`src/rtl/hdlc_rxq_pkg.sv`:
```
package hdlc_rxq_pkg;

   typedef enum logic [1:0] {
      TAG_MID     = 2'b00,
      TAG_SOF     = 2'b01,
      TAG_EOF_OK  = 2'b10,
      TAG_EOF_BAD = 2'b11
   } frame_tag_e;

   typedef enum logic [1:0] {
      OCC_FULL  = 2'b00,
      OCC_HIGH  = 2'b01,
      OCC_EMPTY = 2'b10,
      OCC_LOW   = 2'b11
   } occ_code_e;

endpackage

```
`src/rtl/hdlc_rxq_tagger.sv`:
```
module hdlc_rxq_tagger
   import hdlc_rxq_pkg::*;
(
   input  logic       sof,
   input  logic       eof,
   input  logic       crc_ok,
   output logic [1:0] tag
);

   frame_tag_e tag_e;

   // The end-of-frame marker outranks the start marker for one-byte frames.
   always_comb begin
      if (eof)
         tag_e = crc_ok ? TAG_EOF_OK : TAG_EOF_BAD;
      else if (sof)
         tag_e = TAG_SOF;
      else
         tag_e = TAG_MID;
   end

   assign tag = tag_e;

endmodule

```
`src/rtl/hdlc_rxq_store.sv`:
```
module hdlc_rxq_store #(
   parameter  int WORD_W = 10,
   parameter  int DEPTH  = 32,
   localparam int PW     = $clog2(DEPTH),
   localparam int CW     = $clog2(DEPTH + 1)
) (
   input  logic              clk,
   input  logic              rst_n,
   input  logic              push_req,
   input  logic              pop_req,
   input  logic [WORD_W-1:0] wr_word,
   output logic [WORD_W-1:0] head_word,
   output logic [CW-1:0]     count,
   output logic              dropped
);

   localparam logic [CW-1:0] CNT_MAX = CW'(DEPTH);
   localparam bit            POW2    = (DEPTH & (DEPTH - 1)) == 0;

   logic [WORD_W-1:0] mem [DEPTH];
   logic [WORD_W-1:0] last_q;
   logic [PW-1:0]     wr_ptr, rd_ptr, wr_nxt, rd_nxt;
   logic              is_empty, is_full, pop_ok, push_ok;

   assign is_empty = (count == '0);
   assign is_full  = (count == CNT_MAX);
   assign pop_ok   = pop_req & ~is_empty;
   assign push_ok  = push_req & (~is_full | pop_ok);
   assign dropped  = push_req & ~push_ok;

   // Pointer wrap: free-running for power-of-two depths, compare otherwise.
   generate
      if (POW2) begin : g_wrap_pow2
         assign wr_nxt = wr_ptr + 1'b1;
         assign rd_nxt = rd_ptr + 1'b1;
      end else begin : g_wrap_cmp
         assign wr_nxt = (wr_ptr == PW'(DEPTH - 1)) ? '0 : wr_ptr + 1'b1;
         assign rd_nxt = (rd_ptr == PW'(DEPTH - 1)) ? '0 : rd_ptr + 1'b1;
      end
   endgenerate

   always_ff @(posedge clk) begin
      if (!rst_n) begin
         wr_ptr <= '0;
         rd_ptr <= '0;
         count  <= '0;
         last_q <= '0;
      end else begin
         if (push_ok) wr_ptr <= wr_nxt;
         if (pop_ok) begin
            rd_ptr <= rd_nxt;
            last_q <= mem[rd_ptr];
         end
         case ({push_ok, pop_ok})
            2'b10:   count <= count + 1'b1;
            2'b01:   count <= count - 1'b1;
            default: count <= count;
         endcase
      end
   end

   generate
      for (genvar e = 0; e < DEPTH; e++) begin : g_entry
         always_ff @(posedge clk) begin
            if (push_ok && wr_ptr == PW'(e))
               mem[e] <= wr_word;
         end
      end
   endgenerate

   // Show-ahead head; an empty queue keeps presenting the last popped word.
   assign head_word = is_empty ? last_q : mem[rd_ptr];


   no_overflow_chk: assert property (@(posedge clk) disable iff (!rst_n)
      count <= CNT_MAX);


   pair_hold_chk: assert property (@(posedge clk) disable iff (!rst_n)
      push_req && pop_req && !is_empty |=> $stable(count));


   empty_read_chk: assert property (@(posedge clk) disable iff (!rst_n)
      pop_req && !push_req && is_empty |=> $stable(head_word) && count == '0);

endmodule

```
`src/rtl/hdlc_rxq_status.sv`:
```
module hdlc_rxq_status
   import hdlc_rxq_pkg::*;
#(
   parameter  int DEPTH  = 32,
   parameter  int THRESH = 16,
   localparam int CW     = $clog2(DEPTH + 1)
) (
   input  logic          clk,
   input  logic          rst_n,
   input  logic [CW-1:0] count,
   output logic [1:0]    status
);

   occ_code_e code_d, code_q;

   // Priority: full over high, empty over low.
   always_comb begin
      if (count == CW'(DEPTH))
         code_d = OCC_FULL;
      else if (count >= CW'(THRESH))
         code_d = OCC_HIGH;
      else if (count == '0)
         code_d = OCC_EMPTY;
      else
         code_d = OCC_LOW;
   end

   // Registered after the count has settled: one clock behind each transfer.
   always_ff @(posedge clk) begin
      if (!rst_n) code_q <= OCC_EMPTY;
      else        code_q <= code_d;
   end

   assign status = code_q;

endmodule

```
`src/rtl/hdlc_tagged_fifo.sv`:
```
module hdlc_tagged_fifo #(
   parameter  int DATA_W = 8,
   parameter  int DEPTH  = 32,
   parameter  int THRESH = 16,
   localparam int WORD_W = DATA_W + 2,
   localparam int CW     = $clog2(DEPTH + 1)
) (
   input  logic              clk,
   input  logic              rst_n,
   input  logic              wr_en,
   input  logic [DATA_W-1:0] wr_data,
   input  logic              wr_sof,
   input  logic              wr_eof,
   input  logic              wr_crc_ok,
   input  logic              rd_en,
   output logic [DATA_W-1:0] rd_data,
   output logic [1:0]        rd_tag,
   output logic [1:0]        level_status,
   output logic              overflow
);

   generate
      if (DATA_W < 1) begin : g_bad_width
         $error("hdlc_tagged_fifo: DATA_W must be at least 1");
      end
      if (DEPTH < 2) begin : g_bad_depth
         $error("hdlc_tagged_fifo: DEPTH must be at least 2");
      end
      if (THRESH < 1 || THRESH >= DEPTH) begin : g_bad_thresh
         $error("hdlc_tagged_fifo: THRESH must lie in 1..DEPTH-1");
      end
   endgenerate

   logic [1:0]        wr_tag;
   logic [WORD_W-1:0] head_word;
   logic [CW-1:0]     count;
   logic              dropped;
   logic              ovf_q;

   hdlc_rxq_tagger u_tagger (
      .sof    (wr_sof),
      .eof    (wr_eof),
      .crc_ok (wr_crc_ok),
      .tag    (wr_tag)
   );

   hdlc_rxq_store #(
      .WORD_W (WORD_W),
      .DEPTH  (DEPTH)
   ) u_store (
      .clk       (clk),
      .rst_n     (rst_n),
      .push_req  (wr_en),
      .pop_req   (rd_en),
      .wr_word   ({wr_tag, wr_data}),
      .head_word (head_word),
      .count     (count),
      .dropped   (dropped)
   );

   hdlc_rxq_status #(
      .DEPTH  (DEPTH),
      .THRESH (THRESH)
   ) u_status (
      .clk    (clk),
      .rst_n  (rst_n),
      .count  (count),
      .status (level_status)
   );

   always_ff @(posedge clk) begin
      if (!rst_n)       ovf_q <= 1'b0;
      else if (dropped) ovf_q <= 1'b1;
   end

   assign overflow = ovf_q;
   assign rd_data  = head_word[DATA_W-1:0];
   assign rd_tag   = head_word[WORD_W-1:DATA_W];


   full_code_chk: assert property (@(posedge clk) disable iff (!rst_n)
      $past(count) == CW'(DEPTH) |-> level_status == 2'b00);


   empty_code_chk: assert property (@(posedge clk) disable iff (!rst_n)
      $past(count) == '0 |-> level_status == 2'b10);


   sticky_ovf_chk: assert property (@(posedge clk) disable iff (!rst_n)
      overflow |=> overflow);


   drop_at_full_chk: assert property (@(posedge clk) disable iff (!rst_n)
      wr_en && !rd_en && count == CW'(DEPTH) |=> overflow && count == CW'(DEPTH));


   single_frame_tag_chk: assert property (@(posedge clk) disable iff (!rst_n)
      wr_en && wr_sof && wr_eof && count == '0
      |=> rd_tag == ($past(wr_crc_ok) ? 2'b10 : 2'b11));

endmodule

```
`config.mk`:
```
export PLATFORM = sky130hd
export DESIGN_NAME = hdlc_tagged_fifo
export DESIGN_NICKNAME = d
export VERILOG_FILES = /design/src/rtl/hdlc_rxq_pkg.sv /design/src/rtl/hdlc_rxq_tagger.sv /design/src/rtl/hdlc_rxq_store.sv /design/src/rtl/hdlc_rxq_status.sv /design/src/rtl/hdlc_tagged_fifo.sv
export SDC_FILE = /design/constraint.sdc
export NUM_CORES = 1
export LEC_CHECK = 0
export ABC_AREA = 1
export CORE_UTILIZATION = 45
export CTS_BUF_LIST = sky130_fd_sc_hd__clkbuf_4 sky130_fd_sc_hd__clkbuf_8
export CTS_CLUSTER_DIAMETER = 40
export DETAILED_ROUTE_END_ITERATION = 6
export DONT_BUFFER_PORTS = 1
export RECOVER_POWER = 50
export SLEW_MARGIN = 15
export SYNTH_ARGS = -nofsm -noshare
export SYNTH_HDL_FRONTEND = slang
export SYNTH_SLANG_ARGS = --single-unit
export TNS_END_PERCENT = 50
```
`constraint.sdc`:
```
create_clock -name clk -period 2.7 [get_ports clk]
set_clock_uncertainty 0.2 [all_clocks]
set_input_delay 0.405 -clock clk [delete_from_list [all_inputs] [get_ports clk]]
set_output_delay 0.405 -clock clk [all_outputs]
set_load 0.01 [all_outputs]
```
# Word level (Yosys, flattened, before mapping)
# Memories as Yosys holds them, arrays and structs flattened. A register that Yosys moved wholly into a read port is not among the register bits.
# Cells that the tools add are included.
[classes]
n_mux = 167
order_cmp = 1
addsub = 4
bitwise_logic = 8
n_reduce_logical = 67
eq_ne = 34
[op_table]
columns = ["cell", "n"]
rows = [
  ["$mux W10", 32],
  ["$reduce_or A10 Y1", 31],
  ["$mux W5", 33],
  ["$mux W1", 98],
  ["$eq A5 B5 Y1 const B", 16],
  ["$eq A5 B4 Y1 const B", 8],
  ["$logic_and A1 B1 Y1", 32],
  ["$eq A5 B3 Y1 const B", 4],
  ["$pmux W6 S2", 1],
  ["$add A5 B1 Y5 const B", 2],
  ["$eq A5 B2 Y1 const B", 2],
  ["$add A6 B1 Y6 const B", 1],
  ["$eq A6 B6 Y1 const B", 1],
  ["$ge A6 B5 Y1 const B", 1],
  ["$logic_not A6 Y1", 1],
  ["$mux W2", 3],
  ["$sub A6 B1 Y6 const B", 1],
  ["$eq A5 B1 Y1 const B", 1],
  ["$logic_not A5 Y1", 1],
  ["$not A1 Y1", 4],
  ["$and A1 B1 Y1", 3],
  ["$eq A2 B1 Y1 const B", 1],
  ["$eq A2 B2 Y1 const B", 1],
  ["$reduce_bool A2 Y1", 1],
  ["2 further kinds", 2],
]
[word_totals]
elab_cells = 289
reg_bits = 29
ram_bits = 320
inputBits = 15
n_memories = 1
[memory_table]
columns = ["name", "words", "width", "read_ports", "rd_ports_with_merged_regs", "wr", "line", "text"]
rows = [
  ["u_store.mem", 32, 10, 1, 1, 1, "hdlc_rxq_store.sv:20", "logic [WORD_W-1:0] mem [DEPTH];"],
]

# Logic depth before layout (Yosys ltp)
# Gate-level depths: netlist of run 1.
[depth]
ltp_word = 40
depth_mapped = 19
depth_no_buf = 18

# Modules after synthesis
# Synthesis of run 1 repeated with hierarchy kept, for this count alone.
[hier_totals]
hier_cells = 1318
area_unflattened_um2 = 14635.3
[modules_own_cells]
columns = ["mod", "instances", "cells_each", "seq_area_each_um2", "area_per_inst_um2"]
rows = [
  ["hdlc_rxq_store", 1, 1299, 10229.8, 14506.4],
  ["hdlc_rxq_status", 1, 9, 40.0, 71.3],
  ["hdlc_tagged_fifo", 1, 4, 20.0, 31.3],
  ["hdlc_rxq_tagger", 1, 6, 0.0, 26.3],
]

# Worst setup path before layout of run 1
# Ideal clock, no wire load.
[synth_timing]
path_type = "register to register"
from = "reg u_store.count[0]"
to = "reg u_store.count[4]"
path_stages_with_launch = 20
setup_slack_ns = 0.179
synth_period_minus_slack_ns = 2.521
path_buffers = 1
setup_time_ns = 0.109
arrival_ns = 2.212
path_cell_list = "dfxtp_1 > nor2_1 > nand2_1 > nor2_1 > nand2_1 > nand2_1 > inv_1 > buf_2 > ha_1 > nand2_1 > inv_1 > nor2_1 > ha_1 > a21o_1 > nand3_1 > nand3_1 > a21oi_1 > o21ai_0 > nand2_1 > inv_1"
[synth_via]
elab_chain_len = 7
elab_cells_between_ends = 13
classes_between = "add/sub: 2; eq/ne: 3; mux: 1; bitwise: 5; reduce/logical: 2"
[synth_lines]
columns = ["element", "line", "text"]
rows = [
  ["start: declaration", "hdlc_rxq_store.sv:13", "output logic [CW-1:0] count,"],
  ["start signal: assignment", "hdlc_rxq_store.sv:55", "2'b10: count <= count + 1'b1;"],
  ["start signal: assignment", "hdlc_rxq_store.sv:56", "2'b01: count <= count - 1'b1;"],
  ["start signal: assignment", "hdlc_rxq_store.sv:57", "default: count <= count;"],
  ["$logic_not A6 Y1 *", "hdlc_rxq_store.sv:25", "assign is_empty = (count == '0);"],
  ["$not A1 Y1 *", "hdlc_rxq_store.sv:27", "assign pop_ok = pop_req & ~is_empty;"],
  ["$and A1 B1 Y1 *", "hdlc_rxq_store.sv:27", ""],
  ["net u_store.pop_ok", "hdlc_rxq_store.sv:23", "logic is_empty, is_full, pop_ok, push_ok;"],
  ["$or A1 B1 Y1", "hdlc_rxq_store.sv:28", "assign push_ok = push_req & (~is_full | pop_ok);"],
  ["$and A1 B1 Y1", "hdlc_rxq_store.sv:28", ""],
  ["$eq A2 B1 Y1 / $eq A2 B2 Y1 (equally long branches)", "hdlc_rxq_store.sv:54", "case ({push_ok, pop_ok})"],
  ["$pmux W6 S2 / $reduce_bool A2 Y1 (equally long branches)", "-", ""],
]
# The timed path passes the listed nets; every way through them passes the cells marked *.
# A chain may end at the register's enable or synchronous reset.

==> impl.org, run 1 <==
** Finish
- Final nets :: 1442
- Once layout is complete, the cells apart from fillers number 1896.
- Post-Layout Inst Area :: 17930 um2
- Across the whole layout, storage elements account for 10300 um2.
- Layout cell share with drive strength beyond 1 :: 0.2279
- Area growth, synth to finish :: 22.64%
- The layout has 2642 filler cells.
- Number of antenna diodes :: 0
- In the final layout, the multi-input gates occupy 4539 um2.
- Final standard cell utilization of the core :: 0.5639

** GRT
- Largest net degree at the start of global routing :: 67
- The number of global-route vias before repair came to 9731.
- The initial antenna violation count came to 0.
- Wire length of the first global-routing pass :: 56550 um
- Total global routing track utilization :: 0.2256
- GR Overflow Total :: 0

** Yosys
- Main combinational cell family by area after synthesis :: simple AND/OR/NAND/NOR gates
- Of all flip-flops after synthesis, the portion carrying an async set or reset was 0.
- Of the total synthesized cell area, the portion taken by AND, OR, NAND and NOR gates is 0.2282.
- Number of enable-type register cells in the synthesized netlist :: 320
- Synthesized instance count :: 1329
- Primary FF master, synth :: edfxtp_1
- Number of warnings issued by yosys :: 0
- In this run, synthesis produced a sequential element count of 354.
- Of the total synthesized cell area, the portion taken by full adders, half adders and majority gates is 0.008557.
- Summing every instance area after synthesis gives 14620 um2.
- The average instance in the mapped netlist occupies 11.00 um2.
- Of the total synthesized cell area, the portion taken by XOR and XNOR cells is 0.002396.
- Net count after synthesis :: 1354
- The share of the Yosys chip area taken by registers is 0.7037.
- Count of cell types in the netlist :: 26
- The synthesized-area fraction occupied by ao, oa, aoi and oai cells was 0.02054.
- Measured against the total synthesized area, the mux share comes to 0.

** Setup path
- Critical path arrival :: 2230 ps
- The largest individual stage delay along the critical path comes from the cell dfxtp_4.
- The largest single stage delay on the critical path is 370 ps.
- Buffer and inverter count on the worst path :: 4
- Type of the worst setup path :: reg2out
- Crit path required time :: 2100 ps
- R2r worst-path depth :: 18
- In this run the critical register-to-register path is launched from u_store.count[3].
- The kind of cell with the highest combined delay along the critical path is simple AND/OR/NAND/NOR gates.
- Worst-path fanout max :: 8
- Traced cell by cell, the critical path runs through buf_12 > clkinv_16 > buf_8 > clkbuf_16 > nand2_1 > nand3_2 > nand3_2 > nand2_1 > nand2_1 > nand3_2 > nand2_4 > o21ai_4.
- Crit end category :: output pin
- CP startpoint kind :: flop
- Destination of the worst register-to-register timing path :: u_store.count[4]
- Register-to-register setup slack :: 140 ps

** Placement
- Post-placement cell area :: 15260 um2
- Final estimated routing congestion in global placement :: 0.8346
- Post-placement worst setup slack :: 222.8 ps
- Counting tap cells, the placed design contains a total of 1741 instances.
- Buffers placed on the I/O ports in this run total 0.
- The HPWL after detailed placement is 20300 um.

** Timing
- Max-slew headroom at the worst pin :: -0.2779
- Fmax achieved :: 353.1 MHz
- The hold violation count in the final report was 0.
- Unrepaired setup endpoints after global routing :: yes
- Setup violations remaining at the end of the flow were counted as 10.
- The final count of pins violating max slew was 264.
- For the pin with the worst max-slew slack, the measured transition is 1917 ps.
- Final clock period utilization by the worst path :: 1.049
- Counting I/O delays and the setup requirement, the final critical path takes 2832 ps.
- Final WS setup :: -132.0 ps

** Routing
- In the final routed layout, each cell accounts on average for 19.75 um.
- Ratio of routed vias to standard cells :: 5.340
- Drt drc :: 0
- The detailed router finished its first iteration with 736 violations.
- For this run, the detailed router's first-pass iteration total came to 5.
- For this block, the routed nets add up to 37450 um of wire.
- Vias post-DR :: 10124
- Once detail routing completed, the nets flagged for antenna violations numbered 0.

** Pwr
- Worst IR Drop VDD :: 0.4873 mV
- Power per Cell Area :: 911.4 nW/um2
- For this design the static power due to leakage is 6.613 nW.

** Die
- The initial utilization of the core area, before any placement, comes to 0.4598.
- I/O pins :: 28
- The initialized floorplan defines 65 standard-cell rows.
- Core Footprint :: 31800 um2
- Chip Height :: 182.3 um
- Die span in x :: 182.3 um
- Die outline area :: 33220 um2

** Status
- Failing checks :: max-capacitance violations, max-slew violations, negative setup slack
- The run finished, with violations left.

** Clock tree
- Htree depth :: 2
- For this design, the sink count on the clock tree is 354.
- Clock-pin slew was measured on the worst setup and hold paths at 70 ps.
- Number of buffers added by the clock tree synthesis step :: 58
- In this run the deepest clock path goes through 3 buffers.
- Worst-Skew Late Latency :: 590 ps
- The cell sitting at the root of the clock tree is a clkbuf_8.
- TritonCTS built the clock tree.

** Hold path
- Counting instances, the worst hold path has a depth of 1.
- Worst min-delay path startpoint :: u_store.count[5]
- For hold timing, the worst endpoint is u_status.status[1].
- Worst hold-check path type :: reg2reg

** Run
- The tool flagged a number of max-cap violations equal to 8.
## cells by family after synthesis
family | count (synthesis)
buf+inv | 112
fa+ha+maj | 10
xor+xnor | 4
flops | 354
compound gates | 59
simple gates | 790
## metrics by stage
stage	total power, mW	hold slack (ps)	setup TNS [ps]
CTS	15.87	81.09	-1963
global placement	10.07	237.9	0
floorplan	9.042	226.6	0
global route	17.15	286.9	-2363
detailed placement	10.10	259.0	0
finish	16.34	257.5	-1160
## sequential cells by signal, indices dropped and copies added, names as in the netlist, named ones only
name / flops
u_status.status: 2
u_store.count: 6
u_store.mem: 320
u_store.last_q: 10
overflow: 1
u_store.rd_ptr: 5
u_store.wr_ptr: 5
## placed cells by master (no fill, tap or decap), types with 10 or more instances in the layout
master / count
nand2_1: 393
edfxtp_1: 320
nand3_1: 205
nand3_2: 68
clkbuf_8: 63
nor2_1: 51
nand2_2: 51
buf_4: 46
inv_1: 32
dfxtp_1: 29
clkbuf_4: 25
o21ai_0: 24
a21oi_1: 22
dlygate4sd3_1: 12
clkbuf_1: 11
nand2_4: 10
clkinv_1: 10
buf_16: 10
## cell type report
type                       count  area share
sequential                   354      0.5743
multi-input combinational    863      0.2531
timing repair buffer         102     0.06733
clock buffer                  88     0.05882
tap                          435     0.03035
inverter                      36    0.009280
clock inverter                16    0.005442
timing repair inverter         2    0.001326
## how the worst max path moves through the flow
| stage | startpoint | end | slack, ps | cells past startpoint |
|---|---|---|---|---|
| floorplan | u_store.count[0] | u_store.count[4] | 180 | 19 |
| global placement | flop | rd_data[0] | 240 | 9 |
| detailed placement | u_store.count[2] | u_store.count[4] | 220 | 17 |
| CTS | flop | rd_data[5] | -210 | 12 |
| global route | flop | rd_data[5] | -230 | 12 |
| finish | flop | rd_data[3] | -130 | 12 |
## report_power, final
part / switching (mW) / total [mW] / internal, mW / leakage [nW]
clock network: 2.04 / 4.61 / 2.57 / 0.610
registers: 0.137 / 6.32 / 6.18 / 3.16
logic: 3.41 / 5.42 / 2.01 / 2.84
total: 5.59 / 16.3 / 10.8 / 6.61
## cell usage after synthesis (2+ instances only)
cell type  instances  area, um2
nand2_1          451       1693
edfxtp_1         320       9609
nand3_1          280       1401
nor2_1            51      191.4
dfxtp_1           34      680.7
buf_2             32      160.2
inv_1             32      120.1
o21ai_0           24      120.1
a21oi_1           23      115.1
clkbuf_1          20      75.07
buf_4             13      97.59
ha_1              10      125.1
o21ai_1           10      50.05
buf_1              8      30.03
buf_6              3      33.78
nand2_2            3      18.77
nor3_1             3      15.01
xor2_1             3      26.28
inv_2              2      7.510
## layer usage
layer	share of wire	GRT usage	vias to the layer above
met2	0.49	0.3764	316
met4	0.025	0.07866	0
met1	0.43	0.3009	4950
li1	-	-	4791
met3	0.057	0.03552	67
met5	0	0	-
## repair_timing
action,CTS,global route
resized for setup,99,123
pin swaps,31,78
setup endpoints to repair,10,13
hold buffers,21,0
gates cloned,9,6
hold endpoints to repair,319,0
setup buffers,13,6
(Power assumes the default switching activity.)
==> inputs of run 2 (changes only) <==
--- a/config.mk
+++ b/config.mk
@@ -11,6 +11,7 @@
 export CTS_CLUSTER_DIAMETER = 40
 export DETAILED_ROUTE_END_ITERATION = 6
 export DONT_BUFFER_PORTS = 1
+export HOLD_SLACK_MARGIN = 0.12
 export RECOVER_POWER = 50
 export SLEW_MARGIN = 15
 export SYNTH_ARGS = -nofsm -noshare
==> constraint.sdc (replaced) <==
create_clock -name clk -period 3 [get_ports clk]
set_clock_uncertainty 0.2 [all_clocks]
set_input_delay 0.45 -clock clk [delete_from_list [all_inputs] [get_ports clk]]
set_output_delay 0.45 -clock clk [all_outputs]
set_load 0.01 [all_outputs]
==> run 2 against run 1 <==
Against the previous run: the run ends with max-capacitance violations, max-slew violations left; routed wire length rose by 4.8%; register-to-register slack improved by 160 ps; die area did not move; critical endpoint is now rd_data[5]; clock power fell by 8.2%; combinational power fell by 16%; sequential share of layout area rose by 1.2 points; highest routed layer unchanged; largest cell class unchanged.
==> impl.org, run 2 (synthesized netlist as in run 1, its figures left out) <==
** Finish
- Largest registers: u_store.mem: 320 flops, u_store.last_q: 10 flops, u_store.count: 6 flops (unchanged).
- The post-route core utilization came to 0.5520 (was 0.5639).
- Number of flip-flops under the largest register name :: 320 (unchanged)
- Layout cell share with drive strength beyond 1 :: 0.1619 (was 0.2279)
- The top register by number of flip-flops was u_store.mem (unchanged).
- The summed area of non-filler cells in the final layout came to 17550 um2 (was 17930 um2).
- Commonest cells after routing, fill and taps aside :: nand2_1, edfxtp_1, nand3_1 (unchanged)
- The leading cell type in the layout, fill and taps excluded was nand2_1 (unchanged).
- The final layout net count was 1439 (was 1442).
- Area growth, synth to finish :: 20.05% (was 22.64%)

** GRT
- Met2 usage :: 0.3681 (was 0.3764)
- The met1 capacity usage during global routing was 0.3020 (was 0.3009).
- Global routing met3 resource utilization :: 0.03353 (was 0.03552)
- Busiest grt layer :: met2 (unchanged)
- Vias in the first global route :: 9725 (was 9731)
- The largest net degree at the start of global routing is 73 (was 67).
- The total routing resource utilization after global routing was 0.2241 (was 0.2256).
- Wire length of the first global-routing pass :: 55910 um (was 56550 um)
- GR Overflow Total :: 0 (unchanged)
- Number of antenna violations at the first check in global routing :: 0 (unchanged)

** Clock tree
- The post-CTS clock slew at the launch and capture registers of the worst setup and hold paths is 60 ps (was 70 ps).
- The clock sink total came to 354 (unchanged).
- Clk buf depth :: 3 (unchanged)
- The clock tree from TritonCTS is yes (unchanged).
- Number of buffers added by the clock tree synthesis step :: 59 (was 58)
- The insertion delay to the later sink of the worst-skew pair is 600 ps (was 590 ps).
- The total number of H-tree levels was 2 (unchanged).
- The buffer type at the clock tree root was clkbuf_8 (unchanged).

** Routing
- The count of TritonRoute iterations in the first routing pass came to 5 (unchanged).
- Initial DRC count :: 968 (was 736)
- The average wire length per cell after detail routing is 20.65 um (was 19.75 um).
- The residual DRC count is 0 (unchanged).
- Vias post-DR :: 10153 (was 10124)
- Ratio of routed vias to standard cells :: 5.344 (was 5.340)
- The routed wire length is 39240 um (was 37450 um).
- The post-detailed-route count of antenna-violating nets was 0 (unchanged).

** Timing
- Final WS setup :: 43.83 ps (was -132.0 ps)
- For the finished layout, the period the worst path requires is 2956 ps.
- Hold violation total from the final report :: 0 (unchanged)
- Static timing analysis puts the maximum clock frequency at 338.3 MHz.
- Max-slew violation count :: 265 (was 264)
- Unrepaired setup endpoints after global routing :: yes (unchanged)
- The final setup violation count was 0 (was 10).
- The worst relative slew slack is -0.2574 (was -0.2779).
- In the finished design, the share of the clock period the worst path needs comes to 0.9854.
- The setup TNS after final layout was 0 ps (was -1160 ps).
- The pin slew with the least headroom to its limit is 1886 ps (was 1917 ps).

** Pwr
- Power per Cell Area :: 825.7 nW/um2 (was 911.4 nW/um2)
- Leakage power summed over all cells :: 6.527 nW (was 6.613 nW)
- Worst IR Drop VDD :: 0.3952 mV (was 0.4873 mV)

** Die
- Rows :: 65 (unchanged)
- The count of boundary I/O pins was 28 (unchanged).
- Die outline area :: 33220 um2 (unchanged)
- The chip height was 182.3 um (unchanged).
- The starting density of the core is 0.4598 (unchanged).
- The floorplan core area came to 31800 um2 (unchanged).
- The die extent in x came to 182.3 um (unchanged).

** Setup path
- CP startpoint kind :: flop (unchanged)
- Delay contributed by the slowest stage of the critical path :: 400 ps (was 370 ps)
- The register-to-register setup slack is 300 ps (was 140 ps).
- The endpoint of the worst-slack reg-to-reg timing path is u_store.count[4] (unchanged).
- Source of the worst register-to-register timing path :: u_store.count[3] (unchanged)
- The maximum fanout along the worst path is 9 (was 8).
- R2r worst-path depth :: 17 (was 18)
- Highest-delay cell along the critical path :: dfxtp_4 (unchanged)
- The arrival time at the worst endpoint was 2310 ps (was 2230 ps).
- Cell breakdown of the critical path :: buf_12 > buf_12 > clkbuf_16 > nand2_1 > nand3_1 > nand3_1 > nand2_1 > nand2_1 > nand3_1 > nand2_2 > o21ai_4 (was buf_12 > clkinv_16 > buf_8 > clkbuf_16 > nand2_1 > nand3_2 > nand3_2 > nand2_1 > nand2_1 > nand3_2 > nand2_4 > o21ai_4)
- Type of the worst setup path :: reg2out (unchanged)
- The endpoint class of the critical path is an output pin (unchanged).
- Crit path required time :: 2350 ps (was 2100 ps)

** Placement
- The number of port buffers was 0 (unchanged).
- The placer's final routability congestion estimate came to 0.9181 (was 0.8346).
- The worst slack at placement is 402.3 ps (was 222.8 ps).
- The post-DP HPWL was 20650 um (was 20300 um).
- Post-placement cell area :: 15260 um2 (about the same)

** Hold path
- The type of the worst min-delay path is in2reg (was reg2reg).
- Worst min-delay path startpoint :: wr_sof (was u_store.count[5])
- The worst hold path depth was 2 (was 1).
- Hold worst-path end :: u_store.mem[3][8] (was u_status.status[1])

** Run
- Max-capacitance violation count :: 8 (unchanged)

** Status
- Failing checks: max-capacitance violations, max-slew violations (was max-capacitance violations, max-slew violations, negative setup slack).
- Run status: complete, but fails checks (unchanged).
==> run 2: cell count changes in the layout (fill, tap and decap cells not counted), sizes merged <==
cell / delta
buf: -11
bufinv: +1
clkbuf: -7
clkinv: +12
diode: +1
dlygate4sd3: +3
inv: +5
==> run 2: final cells by class <==
type	instances	area, um2
Clock inverter	33	215.2
Multi-Input combinational cell	863	4086
Clock buffer	78	967.2
Tap cell	435	544.3
Antenna cell	1	2.502
Fill cell	2656	14250
Timing Repair inverter	3	40.04
Timing Repair Buffer	97	1231
Inverter	36	168.9
Sequential cell	354	10300
==> run 2: what timing repair did <==
| item | CTS | global route |
|---|---|---|
| pin swaps | 1 | 18 |
| gates cloned | 3 | 15 |
| hold endpoints to repair | 338 | 0 |
| setup buffers | 3 | 4 |
| gates resized for setup | 26 | 78 |
| endpoints found under the setup margin | 10 | 10 |
| hold buffers | 24 | 0 |
==> run 2: worst max-delay path by stage <==
stage	startpoint	endpoint	depth (start not counted)
after floorplan	u_store.count[0]	u_store.count[4]	19
after global placement	u_store.count[2]	u_store.count[4]	17
after detailed placement	u_store.count[2]	u_store.count[4]	17
after CTS	flop	rd_data[5]	9
after global routing	flop	rd_data[5]	11
final	flop	rd_data[5]	11
==> run 2: where the power goes <==
group / total [mW] / leakage [nW] / switching (mW) / internal [mW]
logic: 4.56 / 2.74 / 2.94 / 1.61
clock network: 4.23 / 0.623 / 1.95 / 2.29
registers: 5.70 / 3.16 / 0.141 / 5.56
total: 14.5 / 6.53 / 5.03 / 9.46
==> run 2: routing by layer <==
metal | vias up | routed length (um)
met5 | - | 0
met4 | 0 | 1071
met3 | 81 | 2353
met2 | 378 | 18730
met1 | 4899 | 17080
li1 | 4795 | -
==> run 2: per-stage QoR <==
step	hold slack [ps]	instances	power, mW
4_1_cts	121.0	1881	13.73
2_1_floorplan	226.6	1329	8.138
3_5_place_dp	284.2	1740	9.096
3_3_place_gp	249.6	1740	9.063
5_1_grt	184.5	1899	15.16
6_report	170.1	1900	14.49
==> run 2: worst max-delay path: cells and delay by family, from the launching register on <==
kind | cells | cell delay (ps)
AND/OR/NAND/NOR | 7 | 630
buffers and inverters | 3 | 470
flip-flops | 1 | 400
AO/OA/AOI/OAI | 1 | 190
